File: src/rtl/spim_pkg.sv
// Shared constants for the SPI master: register offsets and control-word
// bit positions. Assumes a 16-bit register data path.
package spim_pkg;
    localparam int REG_W = 16;

    localparam logic [4:0] A_BAUD = 5'h00;
    localparam logic [4:0] A_TXD  = 5'h04;
    localparam logic [4:0] A_RXD  = 5'h08;
    localparam logic [4:0] A_CTRL = 5'h0C;
    localparam logic [4:0] A_IEN  = 5'h10;
    localparam logic [4:0] A_AUX  = 5'h18;

    localparam int C_MSB  = 4;
    localparam int C_CPHA = 5;
    localparam int C_CPOL = 6;
    localparam int C_SRST = 7;
    localparam int C_MAST = 8;
    localparam int C_EN   = 9;
    localparam int C_LOOP = 10;
    localparam int C_TXFE = 11;
    localparam int C_RXFE = 12;

    localparam int IEN_TXIDLE = 2;
endpackage

File: src/rtl/spim_fifo.sv
// Synchronous queue with a depth limit that can be selected at run time.
// With 'single' high it accepts only one entry. Pushes while full and pops
// while empty are ignored. 'clr' empties it and takes priority.
// Assumes DEPTH >= 2.
module spim_fifo #(
    parameter int W     = 16,
    parameter int DEPTH = 8,
    parameter int CW    = $clog2(DEPTH + 1)
) (
    input  logic          clk,
    input  logic          rst_n,
    input  logic          clr,
    input  logic          single,
    input  logic          push,
    input  logic [W-1:0]  din,
    input  logic          pop,
    output logic [W-1:0]  dout,
    output logic          empty,
    output logic          full,
    output logic [CW-1:0] count
);
    localparam int PW = $clog2(DEPTH);

    logic [W-1:0]  mem [DEPTH];
    logic [PW-1:0] wp, rp;
    logic          do_push, do_pop;

    assign empty   = (count == '0);
    assign full    = single ? (count != '0) : (count == CW'(DEPTH));
    assign do_push = push && !full;
    assign do_pop  = pop && !empty;
    assign dout    = mem[rp];

    // Pointer and occupancy update.
    always_ff @(posedge clk) begin
        if (!rst_n || clr) begin
            wp    <= '0;
            rp    <= '0;
            count <= '0;
        end else begin
            if (do_push) wp <= (wp == PW'(DEPTH - 1)) ? '0 : wp + 1'b1;
            if (do_pop)  rp <= (rp == PW'(DEPTH - 1)) ? '0 : rp + 1'b1;
            if (do_push && !do_pop)      count <= count + 1'b1;
            else if (do_pop && !do_push) count <= count - 1'b1;
        end
    end

    // Storage write.
    always_ff @(posedge clk) begin
        if (do_push && !clr) mem[wp] <= din;
    end
endmodule

File: src/rtl/spim_clkdiv.sv
// Half-period tick generator. While 'run' is high it pulses 'tick' once
// every 'div' cycles. A 'div' of zero gives 2**DIVW cycles, because the
// terminal count wraps. When 'run' is low the count is held at zero.
module spim_clkdiv #(
    parameter int DIVW = 16
) (
    input  logic            clk,
    input  logic            rst_n,
    input  logic            run,
    input  logic [DIVW-1:0] div,
    output logic            tick
);
    logic [DIVW-1:0] cnt;
    logic [DIVW-1:0] lim;

    assign lim  = div - 1'b1;
    assign tick = run && (cnt == lim);

    // Half-period counter.
    always_ff @(posedge clk) begin
        if (!rst_n || !run) cnt <= '0;
        else if (tick)      cnt <= '0;
        else                cnt <= cnt + 1'b1;
    end
endmodule

File: src/rtl/spim_shifter.sv
// Serial shift engine. It loads one word, then steps through 2*N
// half-periods on 'tick'. It samples the input on every even-to-odd step
// and reports the assembled word on the final step. Assumes the
// configuration inputs are stable while a word is shifting.
module spim_shifter #(
    parameter int DW = 16,
    parameter int LW = $clog2(DW)
) (
    input  logic          clk,
    input  logic          rst_n,
    input  logic          clr,
    input  logic          start_ok,
    input  logic          tx_avail,
    input  logic [DW-1:0] tx_word,
    output logic          tx_pop,
    input  logic          tick,
    input  logic [LW-1:0] len_m1,
    input  logic          msb_first,
    input  logic          cpha,
    input  logic          cpol,
    input  logic          loop_en,
    input  logic          miso,
    output logic          sclk,
    output logic          mosi,
    output logic          busy,
    output logic          rx_push,
    output logic [DW-1:0] rx_word
);
    logic [LW:0]   half;
    logic [DW-1:0] shreg, acc;
    logic [LW-1:0] k, idx;
    logic          last, sin;

    assign k       = half[LW:1];
    assign idx     = msb_first ? (len_m1 - k) : k;
    assign last    = (half == {len_m1, 1'b1});
    assign tx_pop  = !busy && start_ok && tx_avail && !clr;
    assign mosi    = busy ? shreg[idx] : 1'b0;
    assign sin     = loop_en ? mosi : miso;
    assign sclk    = busy ? (cpol ^ (cpha ? ~half[0] : half[0])) : cpol;
    assign rx_push = busy && tick && last;
    assign rx_word = acc;

    // Word load, half-period stepping and input sampling.
    always_ff @(posedge clk) begin
        if (!rst_n || clr) begin
            busy  <= 1'b0;
            half  <= '0;
            shreg <= '0;
            acc   <= '0;
        end else if (tx_pop) begin
            busy  <= 1'b1;
            half  <= '0;
            shreg <= tx_word;
            acc   <= '0;
        end else if (busy && tick) begin
            if (!half[0]) acc[idx] <= sin;
            if (last) begin
                busy <= 1'b0;
                half <= '0;
            end else begin
                half <= half + 1'b1;
            end
        end
    end
endmodule

File: src/rtl/spim_master.sv
// SPI master top. It holds the divisor, control and interrupt-enable
// registers, the transmit and receive queues, the divider and the shift
// engine. It assumes DW <= 16 and DIVW <= 16, and that reads have no side
// effects except at the receive-data offset.
module spim_master
    import spim_pkg::*;
#(
    parameter int DW    = 16,
    parameter int DEPTH = 8,
    parameter int DIVW  = 16
) (
    input  logic             clk,
    input  logic             rst_n,
    input  logic [4:0]       reg_addr,
    input  logic             reg_wr,
    input  logic             reg_rd,
    input  logic [REG_W-1:0] reg_wdata,
    output logic [REG_W-1:0] reg_rdata,
    output logic             sclk,
    output logic             mosi,
    input  logic             miso,
    output logic             irq
);
    localparam int LW = $clog2(DW);
    localparam int CW = $clog2(DEPTH + 1);

    logic [DIVW-1:0]  baud_q;
    logic [REG_W-1:0] ctl_q;
    logic             ien_q;

    logic          srst, cpol, ctl_wr, tx_push, rx_pop;
    logic          tx_empty, tx_full, rx_empty, rx_full;
    logic [CW-1:0] tx_cnt, rx_cnt;
    logic [DW-1:0] tx_dout, rx_dout, rx_word;
    logic          tx_pop, rx_push, busy, tick;

    assign srst    = ctl_q[C_SRST];
    assign cpol    = ctl_q[C_CPOL];
    assign ctl_wr  = reg_wr && (reg_addr == A_CTRL);
    assign tx_push = reg_wr && (reg_addr == A_TXD);
    assign rx_pop  = reg_rd && (reg_addr == A_RXD);
    assign irq     = ien_q && tx_empty && !busy;

    // Configuration register writes.
    always_ff @(posedge clk) begin
        if (!rst_n) begin
            baud_q <= '0;
            ctl_q  <= '0;
            ien_q  <= 1'b0;
        end else if (reg_wr) begin
            case (reg_addr)
                A_BAUD:  baud_q <= reg_wdata[DIVW-1:0];
                A_CTRL:  ctl_q  <= reg_wdata;
                A_IEN:   ien_q  <= reg_wdata[IEN_TXIDLE];
                default: ;
            endcase
        end
    end

    // Register read multiplexer.
    always_comb begin
        case (reg_addr)
            A_BAUD:  reg_rdata = REG_W'(baud_q);
            A_CTRL:  reg_rdata = ctl_q;
            A_IEN:   reg_rdata = REG_W'(ien_q) << IEN_TXIDLE;
            A_RXD:   reg_rdata = rx_empty ? '0 : REG_W'(rx_dout);
            default: reg_rdata = '0;
        endcase
    end

    spim_fifo #(.W(DW), .DEPTH(DEPTH), .CW(CW)) u_txq (
        .clk(clk), .rst_n(rst_n), .clr(srst), .single(!ctl_q[C_TXFE]),
        .push(tx_push), .din(reg_wdata[DW-1:0]), .pop(tx_pop),
        .dout(tx_dout), .empty(tx_empty), .full(tx_full), .count(tx_cnt)
    );

    spim_fifo #(.W(DW), .DEPTH(DEPTH), .CW(CW)) u_rxq (
        .clk(clk), .rst_n(rst_n), .clr(srst), .single(!ctl_q[C_RXFE]),
        .push(rx_push), .din(rx_word), .pop(rx_pop),
        .dout(rx_dout), .empty(rx_empty), .full(rx_full), .count(rx_cnt)
    );

    spim_clkdiv #(.DIVW(DIVW)) u_div (
        .clk(clk), .rst_n(rst_n), .run(busy && !srst), .div(baud_q), .tick(tick)
    );

    spim_shifter #(.DW(DW), .LW(LW)) u_shf (
        .clk(clk), .rst_n(rst_n), .clr(srst),
        .start_ok(ctl_q[C_EN] && ctl_q[C_MAST]),
        .tx_avail(!tx_empty), .tx_word(tx_dout), .tx_pop(tx_pop),
        .tick(tick), .len_m1(ctl_q[LW-1:0]), .msb_first(ctl_q[C_MSB]),
        .cpha(ctl_q[C_CPHA]), .cpol(cpol), .loop_en(ctl_q[C_LOOP]),
        .miso(miso), .sclk(sclk), .mosi(mosi), .busy(busy),
        .rx_push(rx_push), .rx_word(rx_word)
    );
endmodule

File: config.mk
export PLATFORM = sky130hd
export DESIGN_NAME = spim_master
export DESIGN_NICKNAME = d
export VERILOG_FILES = /design/src/rtl/spim_pkg.sv /design/src/rtl/spim_fifo.sv /design/src/rtl/spim_clkdiv.sv /design/src/rtl/spim_shifter.sv /design/src/rtl/spim_master.sv
export SDC_FILE = /design/constraint.sdc
export NUM_CORES = 1
export LEC_CHECK = 0
export ABC_AREA = 1
export CAP_MARGIN = 20
export CORE_UTILIZATION = 45
export CTS_BUF_LIST = sky130_fd_sc_hd__clkbuf_16
export DETAILED_ROUTE_END_ITERATION = 6
export DONT_BUFFER_PORTS = 1
export REMOVE_ABC_BUFFERS = 1
export SETUP_SLACK_MARGIN = 0.3
export SLEW_MARGIN = 10
export SYNTH_ARGS = -nofsm -noshare
export SYNTH_HDL_FRONTEND = slang
export SYNTH_SLANG_ARGS = --single-unit
File: constraint.sdc
create_clock -name clk -period 3.5 [get_ports clk]
set_input_delay 0.175 -clock clk [delete_from_list [all_inputs] [get_ports clk]]
set_output_delay 0.175 -clock clk [all_outputs]
set_load 0.01 [all_outputs]
Word-level counts from Yosys, hierarchy flattened
Memories as Yosys holds them, arrays and structs flattened. A register that Yosys moved wholly into a read port is not among the register bits.
Index checks and enable logic that the tools add are counted.
Widths: inputs -> output; s select.
- add/sub/neg operators: 12
- magnitude comparators: 2
- equal/unequal tests: 12
- muxes and demuxes: 32
- bitwise gates (word level): 2
- reductions and logical operators: 53
- operators with widths (operator ; count):
    $pmux 16 s4 ; 1
    $logic_and 1x1->1 ; 23
    $mux 4 ; 5
    $mux 3 ; 6
    $add 16x1->16 const B ; 1
    $bwmux 16 ; 1
    $eq 16x16->1 ; 1
    $mux 16 ; 1
    $sub 16x1->16 const B ; 1
    $mux 1 ; 15
    $add 3x1->3 const B ; 4
    $eq 3x3->1 const B ; 4
    $logic_not 1->1 ; 12
    $eq 5x4->1 const B ; 2
    $reduce_and 2->1 ; 5
    $add 4x1->4 const B ; 2
    $eq 4x4->1 const B ; 2
    $logic_not 4->1 ; 2
    $reduce_bool 2->1 ; 4
    $reduce_bool 4->1 ; 2
    $sub 4x1->4 const B ; 2
    $add 5x1->5 const B ; 1
    $eq 5x3->1 const B ; 1
    $eq 5x5->1 ; 1
    other kinds (12) ; 14
- register bits: 91
- RAM bits: 256
- input port bits: 26
- output and inout port bits: 19
- word-level logic and storage cells: 128
- memories: 2
- memories (name ; words ; width ; read ports ; clocked after memory_dff ; wr ports ; RTL line ; source):
    u_rxq.mem ; 8 ; 16 ; 1 ; 1 ; 1 ; spim_fifo.sv:24 ; logic [W-1:0] mem [DEPTH];
    u_txq.mem ; 8 ; 16 ; 1 ; 1 ; 1 ; spim_fifo.sv:24 ;

Logic depth before layout (Yosys ltp)
Gate-level depths: netlist of the first run.
- depth after elaboration: 10
- mapped depth: 22
- gate-level depth less buffers: 22

Modules after synthesis
Synthesis of the first run repeated with hierarchy kept, for this count alone.
- cells, all modules: 1856
- area total of the unflattened synthesis: 17051.4 µm²
- modules (own cells, without submodules) (module ; times used ; cells an instance ; area an instance (µm²)):
    spim_fifo ; 2 ; 500 ; 5793.1
    spim_shifter ; 1 ; 309 ; 2154.6
    spim_master ; 1 ; 310 ; 1879.3
    spim_clkdiv ; 1 ; 237 ; 1431.4

Worst setup path before layout of the first run
No wires, ideal clock.
- path kind: register to register
- start point: register baud_q[0]
- end point: register u_rxq.count[3]
- arrival: 2.927 ns
- path slack: 0.503 ns
- cell stages (with the launch flop): 23
- path through: dfxtp_1 -> inv_2 -> ha_1 -> inv_1 -> nand2_1 -> nand2_1 -> nand2_1 -> nand2_1 -> clkinv_1 -> nand3_1 -> nor2_2 -> nand2_4 -> nor2_8 -> nand4_4 -> nor2_4 -> ha_1 -> inv_1 -> ha_1 -> and3_1 -> a211oi_1 -> xor2_1 -> nand2_1 -> a21oi_1
- word-level cells in the longest chain between the ends: 9
- ends and longest elaborated chain (what ; RTL line ; source):
    from (decl) ; spim_master.sv:27 ; logic [DIVW-1:0] baud_q;
    from (signal assigned) ; spim_master.sv:52 ; A_BAUD: baud_q <= reg_wdata[DIVW-1:0];
    $sub 16x1->16 (*) ; spim_clkdiv.sv:16 ; assign lim = div - 1'b1;
    $eq 16x16->1 (*) ; spim_clkdiv.sv:17 ; assign tick = run && (cnt == lim);
    $logic_and 1x1->1 (*) ; spim_clkdiv.sv:17 ;
    $logic_and 1x1->1 (*) (2 in series) ; spim_shifter.sv:41 ; assign rx_push = busy && tick && last;
    $logic_and 1x1->1 (*) ; spim_fifo.sv:30 ; assign do_push = push && !full;
    via u_rxq.do_push ; spim_fifo.sv:26 ; logic do_push, do_pop;
    $logic_not 1->1 ; spim_fifo.sv:44 ; else if (do_pop && !do_push) count <= count - 1'b1;
    $logic_and 1x1->1 ; spim_fifo.sv:44 ;
    $reduce_bool 2->1 (no source line) ; - ;
    to (signal assigned) ; spim_fifo.sv:43 ; if (do_push && !do_pop) count <= count + 1'b1;
    to (signal assigned) ; spim_fifo.sv:44 ;
    to (decl) ; spim_fifo.sv:20 ; output logic [CW-1:0] count
Mark *: on every way through the listed nets, which the timed path passes. The rest lies on a longest branch.
A chain may end at the register's enable or synchronous reset.

Worst setup path in the final report of the first run
Same ends and word-level chain as after synthesis.

==> metrics.csv, run 1 <==
stage;metric;value;unit
routing;DR DRC count;0;
logic_synthesis;top-count cell post-synth;edfxtp_1;
timing;Final period util;85.04;%
floorplanning;initial core utilization;45.69;%
timing;Hold Slack;0.03323;ns
global_routing;vias in the first global route;10790;
clock_tree;clock buffer depth;3;
clock_tree;clock root buffer;clkbuf_16;
logic_synthesis;Post-Synthesis Cell Area;16210;sq um
place;IO buf count;0;
routing;post-route ant nets;0;
pwr;leakage;6.378;nW
pwr;power per cell area;470.7;nW/um^2
global_routing;remaining global-route overflow;0;
logic_synthesis;Primary FF master, synth;edfxtp_1;
logic_synthesis;Distinct cells, synth;55;
timing;final number of hold-violating endpoints;0;
floorplanning;row cnt;69;
pwr;total power;8.660;mW
finish;ratio of cells with drive above 1 in the final layout;11.66;%
floorplanning;IO Count;45;
clock_tree;clock latency on the worst-skew pair;0.53;ns
timing;setup TNS;0;ns
critical_path;Crit. End Element;flip-flop;
critical_path;crit-path max FO;6;
clock_tree;H-tree levels;2;
timing;relative slew slack;27.24;%
logic_synthesis;Post-Synthesis Cells;1539;
flow_run;Max Cap Viol;0;
global_routing;first-pass GRT wire length;62600;um
logic_synthesis;Post-synth EDFFs;256;
critical_path;worst path required time;3.97;ns
timing;Final WS setup;0.5237;ns
floorplanning;Die Y;191.8;um
logic_synthesis;synth warn;0;
timing;unrepaired setup endpoints after global routing;no;
logic_synthesis;top post-synthesis cells by count;edfxtp_1 (256), nand2_1 (216), nor2_1 (212);
floorplanning;core area;35480;sq um
critical_path;Crit Path Category;flip-flop to flip-flop;
pwr;Peak VDD IR;0.0003839;V
timing;min Tclk post-route;2.976;ns
clock_tree;clock sinks;366;
place;Detail Placement HPWL;26760;um
place;Place WS;0.1214;ns
routing;initial drt markers;984;
clock_tree;total clock buffers created by CTS;40;
logic_synthesis;ys async rst share;0;%
finish;Finished Core Util;51.86;%
routing;wire length per cell;19.80;um
critical_path;CP Launch Type;flip-flop;
finish;Total Nets Final;1634;
logic_synthesis;post-synth top area share;47.42;%
routing;via/cell ratio;5.506;
logic_synthesis;flop and latch count out of synthesis;366;
timing;fmax;0.3360;GHz
global_routing;antenna violations before repair;2;
routing;via count;11420;
timing;final setup vio count;0;
min_path;Worst Hold Class;input pin to flip-flop;
logic_synthesis;Synth Area per Inst;10.53;sq um
logic_synthesis;post-synth top area cell;edfxtp_1;
critical_path;CP Data Arrival Time;3.44;ns
global_routing;largest net degree at the start of global routing;68;
finish;Layout area overhead;13.50;%
logic_synthesis;sequential area share after synthesis;61.00;%
place;routability cong.;0.8654;
routing;Total Wirelength;41090;um
finish;fin cells;2075;
timing;Tightest Pin Transition;1.090;ns
clock_tree;CTS tree;done;
floorplanning;Die W;191.8;um
logic_synthesis;leading post-synthesis cells by cell area;edfxtp_1 (47%), dfxtp_1 (14%), nand2_1 (5.0%);
finish;post-route cell area;18400;sq um
routing;first-pass detailed-route iteration total;5;
timing;Worst Skew;0.01229;ns
place;placed instance count;1972;
clock_tree;Clock transition at path regs;0.06;ns
global_routing;total track usage;22.63;%
run_status;outcome;finished, final reports clean;
timing;final number of max-transition violations;0;
floorplanning;die area;36790;sq um
finish;FILL cells;3109;
place;cell area after placement;16840;sq um
-- cells by family after synthesis --
family                   count (synthesis)  share of synthesized area (%)
AO/OA/AOI/OAI                          270                          10.40
XOR/XNOR                                26                          1.405
adder cells (fa/ha/maj)                 23                          1.914
buffers and inverters                  196                          4.692
flip-flops                             366                          61.00
multiplexers                            56                          3.458
AND/OR/NAND/NOR                        602                          17.13
-- timing repair --
item	4_1_cts	5_1_grt
resized for setup	3	12
hold buffers	23	0
setup buffers	1	7
pin swaps	1	8
hold endpoints to repair	177	0
endpoints found under the setup margin	1	2
-- power by group --
| part | total, mW | leakage [nW] | internal, mW | switching, mW |
|---|---|---|---|---|
| Clock | 3.83 | 0.600 | 2.18 | 1.65 |
| Combinational | 0.218 | 2.72 | 0.0664 | 0.152 |
| Sequential | 4.61 | 3.05 | 4.61 | 0.00795 |
-- sequential cells by signal, indices dropped and copies added, names as in the netlist, 3 cells and up, named ones only --
register / flops
u_shf.rx_word: 16
u_rxq.rp: 3
u_rxq.mem: 128
u_rxq.count: 4
u_shf.shreg: 16
u_txq.rp: 3
u_txq.wp: 3
ctl_q: 16
u_rxq.wp: 3
baud_q: 16
u_div.cnt: 16
u_txq.count: 4
u_shf.half: 5
u_txq.mem: 128
-- layout by cell type (no fill, tap or decap), drive strengths merged, types with 2 or more instances in the layout --
master       instances
buf                 45
o221ai              62
dlygate4sd3         22
nand3               67
nor3                19
ha                  20
o211ai              11
nor2               239
nand3b               4
o32ai                8
nor3b                3
inv                138
edfxtp             256
and3                 4
clkbuf              41
clkinv              20
nor4                 3
nand2              229
and2                 2
o21ai              141
clkinvlp             3
dfxtp              110
a21oi               37
a211oi               5
xnor2                8
xor2                18
mux2i               56
or2                  6
nand4               25
fa                   3
-- layout make-up --
type,count,area (sq um),area share (%)
Sequential cell,366,9898,53.79
Multi-Input combinational cell,977,5649,30.70
Clock buffer,41,1026,5.576
Timing Repair Buffer,67,595.6,3.237
Tap cell,461,576.8,3.135
Inverter,133,501.7,2.727
Clock inverter,29,150.1,0.8160
Antenna cell,1,2.502,0.01360
-- path summary, 6_finish.rpt --
check	from	to	slack [ns]	cells past startpoint
min reg2reg	u_shf.shreg[5]	u_shf.shreg[5]	0.46	2
min	rst_n	u_div.cnt[5]	0.03	2
max	baud_q[0]	u_rxq.count[3]	0.52	22
max reg2reg	baud_q[0]	u_rxq.count[3]	0.52	22
-- per-layer routing --
layer / up-vias / part of all wire (%) / global-route usage, % / wire length (um)
met5: - / 0.027 / 0 / 11
met4: 2 / 2.7 / 7.082 / 1124
met3: 72 / 6.1 / 4.403 / 2515
met2: 282 / 44 / 34.92 / 18270
met1: 5553 / 47 / 32.06 / 19170
li1: 5515 / - / - / -
-- critical path, stage by stage, from the launching register on --
cell and delay [ns]:
dfxtp_2 0.32, inv_2 0.09, ha_4 0.18, inv_1 0.05, nand2_1 0.07, nand2_1 0.05
nand2_1 0.05, nand2_1 0.06, clkinv_1 0.06, nand3_1 0.08, nor2_2 0.16, nand2_4 0.08
nor2_8 0.14, nand4_4 0.15, nor2_4 0.15, ha_4 0.15, inv_2 0.06, ha_1 0.26
and3_1 0.18, a211oi_2 0.23, xor2_1 0.16, nand2_1 0.07, a21oi_1 0.11
Note: power is estimated with default switching activity, not from simulation.
==> run 2: changes to the inputs <==
--- a/config.mk
+++ b/config.mk
@@ -5,7 +5,6 @@
 export SDC_FILE = /design/constraint.sdc
 export NUM_CORES = 1
 export LEC_CHECK = 0
-export ABC_AREA = 1
 export CAP_MARGIN = 20
 export CORE_UTILIZATION = 45
 export CTS_BUF_LIST = sky130_fd_sc_hd__clkbuf_16
==> metrics.csv, run 2 <==
stage;metric;value;unit;change
run_status;outcome;finished, final reports clean;;unchanged
logic_synthesis;leading post-synthesis cells by cell area;edfxtp_1 (50%), dfxtp_1 (14%), mux4_2 (9.6%);;was edfxtp_1 (47%), dfxtp_1 (14%), nand2_1 (5.0%)
logic_synthesis;sequential area share after synthesis;63.81;%;was 61.00%
clock_tree;clock buffer depth;3;;unchanged
routing;wire length per cell;22.11;um;was 19.80 um
clock_tree;Clock transition at path regs;0.06;ns;about the same
place;routability cong.;0.8963;;was 0.8654
routing;Total Wirelength;36370;um;was 41090 um
pwr;net load switching power;1.724;mW;was 1.809 mW
clock_tree;clock root buffer;clkbuf_16;;unchanged
clock_tree;clock sinks;366;;unchanged
critical_path;worst path required time;3.95;ns;was 3.97 ns
pwr;Peak VDD IR;0.0003382;V;was 0.0003839 V
pwr;power per cell area;465.8;nW/um^2;was 470.7 nW/um^2
logic_synthesis;Primary FF master, synth;edfxtp_1;;unchanged
logic_synthesis;flop and latch count out of synthesis;366;;unchanged
pwr;Flop pwr share;54.3;%;was 53.3%
finish;commonest non-fill, non-tap cell in the layout;edfxtp_1;;unchanged
clock_tree;CTS tree;done;;unchanged
logic_synthesis;Distinct cells, synth;63;;was 55
logic_synthesis;Post-Synthesis Cell Area;15500;sq um;was 16210 sq um
floorplanning;row cnt;67;;was 69
finish;Regs by FF count;u_rxq.mem x128, u_txq.mem x128;;unchanged
global_routing;antenna violations before repair;0;;was 2
logic_synthesis;Synth Area per Inst;14.36;sq um;was 10.53 sq um
finish;Finished Core Util;54.08;%;was 51.86%
global_routing;first-pass GRT wire length;55970;um;was 62600 um
routing;DR DRC count;0;;unchanged
logic_synthesis;post-synth top area share;49.60;%;was 47.42%
finish;Total Nets Final;1218;;was 1634
critical_path;CP Data Arrival Time;3.85;ns;was 3.44 ns
logic_synthesis;top-count cell post-synth;edfxtp_1;;unchanged
timing;Tightest Pin Transition;0.8406;ns;was 1.090 ns
finish;most frequent cells in the layout;edfxtp_1 (256), dfxtp_1 (105), nand2_1 (103);;was edfxtp_1 (256), nand2_1 (215), nor2_1 (212)
floorplanning;Die Y;187.6;um;was 191.8 um
place;placed instance count;1549;;was 1972
finish;ratio of cells with drive above 1 in the final layout;22.97;%;was 11.66%
critical_path;crit-path max FO;6;;unchanged
timing;final number of hold-violating endpoints;0;;unchanged
finish;# diodes;0;;was 1
clock_tree;clock latency on the worst-skew pair;0.52;ns;was 0.53 ns
critical_path;Worst path top cell family by delay;simple AND/OR/NAND/NOR gates;;unchanged
routing;via count;9400;;was 11.42k
timing;unrepaired setup endpoints after global routing;yes;;was no
timing;min Tclk post-route;3.400;ns;was 2.976 ns
place;Detail Placement HPWL;24240;um;was 26760 um
finish;Layout area overhead;17.61;%;was 13.50%
logic_synthesis;Post-Synthesis Cells;1079;;was 1539
logic_synthesis;Post-synth EDFFs;256;;unchanged
floorplanning;Die W;187.6;um;was 191.8 um
clock_tree;total clock buffers created by CTS;39;;was 40
timing;final setup vio count;0;;unchanged
timing;Worst Skew;0.009568;ns;was 0.01229 ns
routing;via/cell ratio;5.714;;was 5.506
place;IO buf count;0;;unchanged
global_routing;largest net degree at the start of global routing;36;;was 68
clock_tree;H-tree levels;2;;unchanged
global_routing;remaining global-route overflow;0;;unchanged
pwr;clock power share;44.0;%;was 44.2%
timing;relative slew slack;43.88;%;was 27.24%
routing;post-route ant nets;0;;unchanged
timing;Hold Slack;0.04028;ns;was 0.03323 ns
pwr;Pint;6.765;mW;was 6.851 mW
pwr;Comb pwr share;1.7;%;was 2.5%
global_routing;vias in the first global route;9283;;was 10.79k
timing;final number of max-transition violations;0;;unchanged
logic_synthesis;post-synth top area cell;edfxtp_1;;unchanged
critical_path;Crit Path Category;flip-flop to flip-flop;;unchanged
floorplanning;die area;35180;sq um;was 36790 sq um
logic_synthesis;top post-synthesis cells by count;edfxtp_1 (256), dfxtp_1 (110), nand2_1 (104);;was edfxtp_1 (256), nand2_1 (216), nor2_1 (212)
min_path;Worst Hold Class;input pin to flip-flop;;unchanged
routing;first-pass detailed-route iteration total;5;;unchanged
logic_synthesis;ys async rst share;0;%;unchanged
pwr;total power;8.490;mW;was 8.660 mW
global_routing;total track usage;20.95;%;was 22.63%
finish;fin cells;1645;;was 2075
critical_path;slowest stage cell, crit path;or4b_4;;was dfxtp_2
flow_run;Max Cap Viol;0;;unchanged
pwr;switch share;20.31;%;was 20.89%
critical_path;CP Cell Sequence;inv_2, ha_4, or4b_4, nor4_4, xnor2_2, nor3_2, nand4b_1, nor2_2, ha_2, inv_2, ha_4, a21o_1, a21oi_2, xnor2_1, or3_1, a21oi_1;;was inv_2, ha_4, inv_1, nand2_1, nand2_1, nand2_1, nand2_1, clkinv_1, nand3_1, nor2_2, nand2_4, nor2_8, nand4_4, nor2_4, ha_4, inv_2, ha_1, and3_1, a211oi_2, xor2_1, nand2_1, a21oi_1
floorplanning;core area;33700;sq um;was 35480 sq um
logic_synthesis;synth warn;0;;unchanged
critical_path;Max stage delay on crit path;0.53;ns;was 0.32 ns
timing;fmax;0.2941;GHz;was 0.3360 GHz
critical_path;Crit. End Element;flip-flop;;unchanged
floorplanning;initial core utilization;45.99;%;was 45.69%
critical_path;crit path buf inv count;2;;was 4
floorplanning;IO Count;45;;unchanged
routing;initial drt markers;813;;was 984
critical_path;CP Launch Type;flip-flop;;unchanged
pwr;leakage;5.851;nW;was 6.378 nW
timing;Final period util;97.15;%;was 85.04%
run 2: changes by cell type after synthesis, sizes merged, moves of 15 or more:
cell | previous run | this run
a21boi | 0 | 34
a22oi | 0 | 16
a32oi | 0 | 16
inv | 130 | 18
mux2i | 56 | 40
mux4 | 0 | 66
nand2 | 229 | 104
nand3 | 67 | 21
nand4 | 25 | 2
nor2 | 239 | 53
o21ai | 141 | 39
o221ai | 62 | 0
xnor2 | 8 | 23
run 2: layout make-up:
type,count,area (sq um)
fill,2741,15470
inverter,18,67.56
clock inverter,30,171.4
multi-input combinational,634,5522
sequential,366,9896
timing repair buffer,110,1033
clock buffer,39,975.9
tap,448,560.5
run 2: routing by layer:
metal  global-route usage [%]  vias up  share of wire [%]
met3                    4.080       56                6.7
met4                    5.191        0                2.0
li1                         -     4339                  -
met2                    31.45      292                 44
met1                    31.31     4713                 47
met5                        0        -                  0
run 2: cell families after synthesis:
group	after synthesis	synth area share, %
simple gates	273	9.155
buf+inv	79	2.196
compound gates	184	7.896
fa+ha+maj	23	2.002
mux	109	12.39
xor+xnor	45	2.543
flops	366	63.81
run 2: power by group through the flow:
stage / Clock (mW) / Sequential (mW) / Combinational (mW)
2_1_floorplan: 0 / 4.70 / 0.0531
3_3_place_gp: 0 / 4.70 / 0.0877
3_5_place_dp: 0 / 4.70 / 0.0882
4_1_cts: 3.81 / 4.61 / 0.142
5_1_grt: 3.97 / 4.60 / 0.159
6_report: 3.74 / 4.61 / 0.148
run 2: what timing repair did:
item	in CTS	in global routing
hold buffers	19	0
endpoints found under the hold margin	163	0
pin swaps	14	14
buffers inserted	2	4
resized for setup	21	25
gates cloned	0	1
setup endpoints to repair	91	113
run 2: worst reg2reg max path: stages (launching register included):
cell      delay, ns
dfxtp_2        0.32
inv_2          0.07
ha_4           0.13
or4b_4         0.53
nor4_4         0.33
xnor2_2        0.11
nor3_2         0.19
nand4b_1       0.19
nor2_2         0.20
ha_2           0.21
inv_2          0.05
ha_4           0.20
a21o_1         0.16
a21oi_2        0.14
xnor2_1        0.08
or3_1          0.31
a21oi_1        0.14
run 2: final timing paths:
kind                    from                to  slack [ns]  cells after the start
max reg2reg        baud_q[0]    u_rxq.count[3]         0.1                     16
min reg2reg  u_shf.shreg[12]   u_shf.shreg[12]        0.46                      2
min                     miso  u_shf.rx_word[5]        0.04                      4
max                baud_q[0]    u_rxq.count[3]         0.1                     16
run 2: through the flow:
| stage | setup WS [ns] | instance area (sq um) | setup TNS (ns) |
|---|---|---|---|
| after floorplan | -0.8662 | 15220 | -67.77 |
| after global placement | -0.1711 | 16590 | -0.1711 |
| after detailed placement | -0.2071 | 16590 | -0.2071 |
| after CTS | 0.07741 | 18040 | 0 |
| after global routing | -0.07158 | 18230 | -0.07158 |
| final | 0.09981 | 18230 | 0 |
